===== config.mk =====
export PLATFORM = sky130hd
export DESIGN_NAME = scl_timing_gen
export DESIGN_NICKNAME = d
export VERILOG_FILES = /design/src/rtl/sclt_pkg.sv /design/src/rtl/sclt_datapath.sv /design/src/rtl/sclt_control.sv /design/src/rtl/scl_timing_gen.sv
export SDC_FILE = /design/constraint.sdc
export NUM_CORES = 1
export LEC_CHECK = 0
export BUFFER_PORTS_ARGS = -buffer_cell sky130_fd_sc_hd__buf_2
export CAP_MARGIN = 20
export CORE_ASPECT_RATIO = 0.5
export CORE_MARGIN = 1.5
export CORE_UTILIZATION = 25
export CTS_BUF_LIST = sky130_fd_sc_hd__clkbuf_16
export DETAILED_ROUTE_END_ITERATION = 6
export GPL_TIMING_DRIVEN = 0
export MAX_ROUTING_LAYER = met4
export PLACE_DENSITY = 0.45
export SYNTH_ARGS = -nofsm -noshare
export SYNTH_HDL_FRONTEND = slang
export SYNTH_HIERARCHICAL = 1
export SYNTH_SLANG_ARGS = --single-unit

===== constraint.sdc =====
create_clock -name clk -period 3.75 [get_ports clk]
set_input_delay 0.1875 -clock clk [delete_from_list [all_inputs] [get_ports clk]]
set_output_delay 0.1875 -clock clk [all_outputs]
set_load 0.02 [all_outputs]

===== src/rtl/sclt_pkg.sv =====
package sclt_pkg;

  // strobes from the phase control to the counter datapath
  typedef struct packed {
    logic clear;    // drop counters, track the timing word
    logic advance;  // count this core cycle
    logic reload;   // take a new timing word
  } ctlStrobe_t;

  // conditions reported by the datapath
  typedef struct packed {
    logic preWrap;  // prescaler at its last count
    logic phaseEnd; // last core cycle of the current phase
    logic atMid;    // first core cycle of the mid tick of the high phase
  } dpStatus_t;

endpackage


===== src/rtl/sclt_datapath.sv =====
module sclt_datapath
  import sclt_pkg::*;
#(
  parameter int WORD_W   = 32,
  parameter int CNT_W    = 4,
  parameter int BASE_W   = 4,
  parameter int HIGH_LSB = 16,
  parameter int LOW_LSB  = 12
) (
  input  logic              clk,
  input  logic              rstN,
  input  ctlStrobe_t        ctl,
  input  logic              phaseHigh,
  input  logic [WORD_W-1:0] timingWord,
  output dpStatus_t         st
);

  localparam int PRE_W = (1 << BASE_W) - 1;
  localparam logic [WORD_W-1:0] CNT_ONES  = WORD_W'((1 << CNT_W) - 1);
  localparam logic [WORD_W-1:0] BASE_ONES = WORD_W'((1 << BASE_W) - 1);
  localparam logic [WORD_W-1:0] USED_MASK =
    (CNT_ONES << HIGH_LSB) | (CNT_ONES << LOW_LSB) | BASE_ONES;

  logic [BASE_W-1:0] wordBase, actBase;
  logic [CNT_W-1:0]  wordHigh, wordLow, actHigh, actLow;
  logic [PRE_W-1:0]  preCnt, preMax;
  logic [PRE_W:0]    preLimitWide;
  logic [CNT_W-1:0]  phaseCnt, phaseLim, midCnt;
  logic [CNT_W:0]    highPlus;
  logic              unusedBits;

  // field pick-off; the count width selects the variant
  assign wordBase = timingWord[0 +: BASE_W];
  assign wordHigh = timingWord[HIGH_LSB +: CNT_W];
  assign wordLow  = timingWord[LOW_LSB +: CNT_W];
  assign unusedBits = ^(timingWord & ~USED_MASK);

  // prescaler limit: 2^base - 1
  assign preLimitWide = ({{PRE_W{1'b0}}, 1'b1} << actBase) - 1'b1;
  assign preMax       = preLimitWide[PRE_W-1:0];

  assign phaseLim = phaseHigh ? actHigh : actLow;
  assign highPlus = {1'b0, actHigh} + 1'b1;
  assign midCnt   = highPlus[CNT_W:1];

  assign st.preWrap  = (preCnt == preMax);
  assign st.phaseEnd = st.preWrap && (phaseCnt == phaseLim);
  assign st.atMid    = (preCnt == '0) && (phaseCnt == midCnt);

  always_ff @(posedge clk or negedge rstN) begin
    if (!rstN) begin
      actBase  <= '0;
      actHigh  <= '0;
      actLow   <= '0;
      preCnt   <= '0;
      phaseCnt <= '0;
    end else if (ctl.clear) begin
      actBase  <= wordBase;
      actHigh  <= wordHigh;
      actLow   <= wordLow;
      preCnt   <= '0;
      phaseCnt <= '0;
    end else begin
      if (ctl.reload) begin
        actBase <= wordBase;
        actHigh <= wordHigh;
        actLow  <= wordLow;
      end
      if (ctl.advance) begin
        if (st.preWrap) begin
          preCnt   <= '0;
          phaseCnt <= st.phaseEnd ? '0 : phaseCnt + 1'b1;
        end else begin
          preCnt <= preCnt + 1'b1;
        end
      end
    end
  end

endmodule


===== src/rtl/sclt_control.sv =====
module sclt_control
  import sclt_pkg::*;
(
  input  logic       clk,
  input  logic       rstN,
  input  logic       enable,
  input  logic       sclSense,
  input  dpStatus_t  st,
  output ctlStrobe_t ctl,
  output logic       phaseHigh,
  output logic       sampleTick,
  output logic       launchTick
);

  logic phaseFlip;

  // a released phase only counts once the line is really high
  assign ctl.clear   = !enable;
  assign ctl.advance = enable && (!phaseHigh || sclSense);
  assign phaseFlip   = ctl.advance && st.phaseEnd;
  assign ctl.reload  = phaseFlip && phaseHigh;

  assign sampleTick = phaseHigh && ctl.advance && st.atMid;

  always_ff @(posedge clk or negedge rstN) begin
    if (!rstN) begin
      phaseHigh  <= 1'b1;
      launchTick <= 1'b0;
    end else if (!enable) begin
      phaseHigh  <= 1'b1;
      launchTick <= 1'b0;
    end else begin
      if (phaseFlip) phaseHigh <= !phaseHigh;
      launchTick <= phaseFlip && phaseHigh;
    end
  end

endmodule


===== src/rtl/scl_timing_gen.sv =====
module scl_timing_gen
  import sclt_pkg::*;
#(
  parameter int WORD_W   = 32,
  parameter int CNT_W    = 4,
  parameter int BASE_W   = 4,
  parameter int HIGH_LSB = 16,
  parameter int LOW_LSB  = 12
) (
  input  logic              clk,
  input  logic              rstN,
  input  logic              enable,
  input  logic [WORD_W-1:0] timingWord,
  input  logic              sclSense,
  output logic              sclDriveLow,
  output logic              sampleTick,
  output logic              launchTick
);

  ctlStrobe_t ctl;
  dpStatus_t  st;
  logic       phaseHigh;

  sclt_control uCtl (
    .clk        (clk),
    .rstN       (rstN),
    .enable     (enable),
    .sclSense   (sclSense),
    .st         (st),
    .ctl        (ctl),
    .phaseHigh  (phaseHigh),
    .sampleTick (sampleTick),
    .launchTick (launchTick)
  );

  sclt_datapath #(
    .WORD_W   (WORD_W),
    .CNT_W    (CNT_W),
    .BASE_W   (BASE_W),
    .HIGH_LSB (HIGH_LSB),
    .LOW_LSB  (LOW_LSB)
  ) uDp (
    .clk        (clk),
    .rstN       (rstN),
    .ctl        (ctl),
    .phaseHigh  (phaseHigh),
    .timingWord (timingWord),
    .st         (st)
  );

  assign sclDriveLow = !phaseHigh;

endmodule


**Word level (Yosys, flattened, before mapping)**

Index checks and enable logic that the tools add are counted.

- Output and inout port bits: 3
- Memory bits (writable): 0
- Bits in latches: 0
- Memories kept: 0
- Bits of input ports: 36
- Bits in registers: 33
- ROM bits: 0

- Bitwise operators: 0
- Multiplexer cells: 17
- Add/sub/neg operators: 4
- Multipliers: 0
- Magnitude comparators: 0
- Shifts and indexed selects: 1
- Reductions and logical operators: 11
- Div/mod/pow operators: 0
- Equality and inequality tests: 7

Operators by type and width:

| kind | count |
|---|---|
| 15-bit two-way mux | 3 |
| 4-bit two-way mux | 11 |
| 15-bit by 1-bit adder with 15-bit output (second input constant) | 1 |
| 15-bit == test | 1 |
| 15-bit logical NOT | 1 |
| 1-bit by 4-bit << shifter with 15-bit output (first input constant) | 1 |
| 15-bit by 1-bit subtractor with 15-bit output (second input constant) | 1 |
| 4-bit == test | 2 |
| 2-bit by 1-bit inequality test with 1-bit output (second input constant) | 4 |
| 1-bit logical AND | 7 |
| 4-bit by 1-bit adder with 5-bit output (second input constant) | 1 |
| 4-bit by 1-bit adder with 4-bit output (second input constant) | 1 |
| 1-bit two-way mux | 3 |
| 2-bit AND reduction | 1 |
| 1-bit logical NOT | 1 |
| 1-bit logical OR | 1 |

**Longest topological paths before layout**

- Depth after elaboration: 8
- Gate-level depth with buffers: 15
- Gate-level depth less buffers: 12

**Modules after synthesis**

The synthesis kept the hierarchy.

By module, submodules not included:

| module | area an instance (µm²) | cells each | times used |
|---|---|---|---|
| sclt_datapath | 2,278.4 | 252 | 1 |
| sclt_control | 103.8 | 10 | 1 |
| scl_timing_gen | 3.8 | 1 | 1 |

**Worst setup path before layout**

OpenSTA, ideal clock, no wires.

- Path kind: reg2reg
- Start: register uDp.actBase[1]
- End: register uDp.actBase[0]
- Cell stages (with the launch flop): 15
- Slack: -0.050 ns
- Data required time: 3.625 ns
- Clock period less this slack: 3.800 ns
- Arrival time: 3.676 ns
- Path buffers: 3
- Path through: dfrtp_1 -> buf_2 -> or4_4 -> ha_1 -> buf_2 -> or3b_1 -> o22a_1 -> a211oi_1 -> nor4_4 -> nand3_1 -> nor2_1 -> and4_4 -> nor2_1 -> clkbuf_1 -> mux2_2

RTL lines:

| item | line | text |
|---|---|---|
| start, declared | sclt_datapath.sv:24 | `logic [BASE_W-1:0] wordBase, actBase;` |
| start signal, assigned | sclt_datapath.sv:58 | `actBase <= wordBase;` |
| start signal, assigned | sclt_datapath.sv:65 | `actBase <= wordBase;` |

==> flow_results.org <==
** Die
- Placeable core area :: 8980 µm²
- Floorplan row count :: 24
- Pin placement for this block handled 39 I/O pins.
- Y dimension of the die :: 72.0 µm
- Once the floorplan was initialized, standard cells occupied 26.5% of the core.
- Die Outline Area :: 10,200 µm²
- From left edge to right edge, the die measures 141 µm.

** Timing
- The tightest hold path in the finished design has a slack of -21.7 ps.
- The count of final max-slew check failures is 0.
- Derived from the worst setup path, the maximum achievable clock frequency is 0.276 GHz.
- The count of endpoints failing hold in the final timing report was 32.
- Slew at the pin with the worst max-slew slack :: 953 ps
- Share of the clock period used by the worst path :: 96.6%
- The worst pin sits at a relative slew slack of 35.9%.
- Setup violations remaining at the end of the flow were counted as 0.
- Setup repair after global routing left no endpoint under its margin.
- Across all setup checks in the final design, the least slack found is 129 ps.
- Clock Skew :: 5.47 ps
- The worst path in the final design needs a cycle of 3620 ps, including I/O delays and setup.

** Power
- P_leak :: 1.19 nW
- Peak ir drop on the vdd network :: 0.180 mV
- Power comes to 1.06 mW.
- For this design the ratio of total power to cell area is 369 nW/µm².

** Routing
- Final routed wire length divided by cell count :: 15.1 µm
- After detailed routing, the number of remaining DRC violations is 0.
- After the first detailed-routing iteration, the DRC count stood at 106.
- Detailed routing inserted a total of 2,070 vias.
- DRT Wirelength :: 6170 µm
- Antenna violation net count after detailed routing :: 0
- Number of vias per cell after detailed routing :: 5.09
- Before antenna repair, the detailed router went through 4 iterations.

** Final layout
- Cells with a size suffix above 1 make up 24.8% of the layout.
- Area occupied by multi-input gates :: 1460 µm²
- Summing all flip-flop and latch instances after layout gives 827 µm².
- Compared with the post-synthesis result, the final layout area differs by 20.4%.
- Counting the fill cells in the layout gives 922.
- Antenna diode instance count :: 0
- Once layout is done, the placed cells without fillers occupy 2870 µm².
- Core utilization of the finished layout :: 32.0%
- Nets :: 330

** Worst setup path
- Max Fanout on Critical Path :: 10
- R2r startpoint :: uDp/actBase[1]$_DFFE_PN0P_
- Element type at the critical path start :: register
- STA puts the critical path data arrival time at 3790 ps.
- Crit path capture type :: register
- Depth of the most critical reg-to-reg path :: 13
- In this run the worst setup path begins at uDp/actBase[1]$_DFFE_PN0P_.
- Worst path most repeated cell :: nor2_4
- Ordered list of cells on the worst path :: clkbuf_4 > or4_4 > ha_2 > or3b_4 > o22a_1 > a211oi_4 > nor4_4 > nand3_2 > nor2_4 > and4_4 > nor2_4 > buf_8 > mux2_2
- Critical Path Slowest Stage Cell :: or4_4
- Worst setup path category :: register to register
- Required time of the critical path :: 3920 ps
- For this run, the slowest stage of the critical path takes 550 ps.

** Yosys
- When the netlist entered floorplanning its net count stood at 303.
- Average cell area after synthesis :: 9.09 µm²
- In the synthesized netlist, the number of instances is 262.
- The Yosys step of the flow raised 6 warnings.
- Summing every instance area after synthesis gives 2380 µm².

** CTS
- Source-to-sink clock delay at the later pin of the worst-skew pair :: 280 ps
- Clock-pin slew on the worst setup and hold paths :: 60 ps
- Library cell used as clock root buffer :: clkbuf_16
- TritonCTS clock tree :: built
- Number of levels the H-tree was split into :: 2
- Number of sinks on the clock net :: 33
- No sink is reached through more buffers than the 2 on the longest clock path.
- Total CTS buffers :: 5

** Outcome
- The final reports fail on negative hold slack.
- The run finished, with violations left.

** GRT
- The via count of the first global-routing pass was 2,098.
- Pin count of the biggest net entering global routing :: 34
- Antenna violations before repair :: 0
- In the global route stage, overall resource usage came out at 13.6%.
- Summed over all layers, the global routing overflow is 0.
- The first global-routing pass estimated 10,700 µm of wire.

** Placed design
- Worst setup slack after placement :: -562 ps
- Buffers placed on the I/O ports in this run total 18.
- Total half-perimeter wirelength after legalization and detailed placement :: 4440 µm
- In this run the cell area measured after placement is 2620 µm².
- At the end of routability-driven placement, the weighted congestion stood at 0.794.

** Hold path
- The min-delay analysis places its worst path in the category primary input to asynchronous set/reset pin.

** Job
- Number of max-capacitance violations reported :: 0
## path summary, 6_finish.rpt
path / endpoint / slack (ps)
setup / recovery: uDp/actHigh[1]$_DFFE_PN0P_ / 130
hold / removal: uDp/actHigh[1]$_DFFE_PN0P_ / -20
hold reg to reg: uDp/actLow[2]$_DFFE_PN0P_ / 510
setup reg to reg: uDp/actHigh[1]$_DFFE_PN0P_ / 130
min in group clk: uCtl/phaseHigh$_DFFE_PN1P_ / 110
max in group asynchronous: uDp/preCnt[1]$_DFFE_PN0P_ / 3280
## report_power, final
part	internal, mW	leakage, nW	switching [mW]
combinational	0.0798	0.682	0.103
sequential	0.371	0.429	0.0153
clock	0.315	0.0800	0.174
## final cells by class
cell class              instances  area share [%]
plain buffers                  21            3.84
clock buffers                   5            4.36
clock inverters                 3            1.61
inverters                      11            1.44
multi-input cells             196            50.8
flip-flops and latches         33            28.8
well taps                     117            5.10
repair buffers                 21            4.06
## cell usage in the layout (no fill, tap or decap), types with 2 or more instances in the layout
cell	n
a21oi_1	12
a31oi_1	4
and2_1	3
and4_2	2
and4_4	2
buf_2	22
buf_4	3
buf_6	2
clkbuf_1	12
clkbuf_16	5
dfrtp_1	32
ha_1	4
inv_1	9
inv_2	2
mux2_2	12
mux2i_1	9
nand2_1	12
nand3_1	13
nand3b_1	3
nand4_1	8
nor2_1	15
nor2_4	2
nor2b_1	5
nor3_1	9
nor3_2	7
nor3b_1	5
nor4_1	4
nor4b_1	4
o2111ai_1	4
o21ai_0	5
o21ai_1	4
o22ai_1	2
xnor2_1	11
xor2_1	11
## registers in the layout, indices dropped and copies added (netlist names)
name / count
uCtl/launchTick: 1
uCtl/phaseHigh: 1
uDp/actBase: 4
uDp/actHigh: 4
uDp/actLow: 4
uDp/phaseCnt: 4
uDp/preCnt: 15
## per-layer routing
metal / vias to the layer above / track usage (%) / routed length, µm
met5: - / - / 0
met4: 0 / 3.36 / 53
met3: 4 / 2.24 / 249
met2: 36 / 21.8 / 2800
met1: 1022 / 18.1 / 3060
li1: 1008 / - / -
## critical path: cells and delay by family, from the launching register on
family	cells	cell delay, ps
AO/OA/AOI/OAI	2	540
multiplexers	1	330
flip-flops	1	380
AND/OR/NAND/NOR	7	1630
adder cells (fa/ha/maj)	1	270
buffers and inverters	2	340
## per-stage QoR
stage	instances	setup TNS, ps
5_1_grt	407	0
3_5_place_dp	397	-5920
4_1_cts	407	0
3_3_place_gp	397	-5260
6_report	407	0
2_1_floorplan	262	0
## timing repair
action,in CTS,in global routing
buffers inserted,1,1
setup endpoints to repair,12,12
gates cloned,1,0
gates resized for setup,10,7
hold buffers,0,0
pin swaps,3,5
No activity file was read; power rests on OpenSTA's default activity.
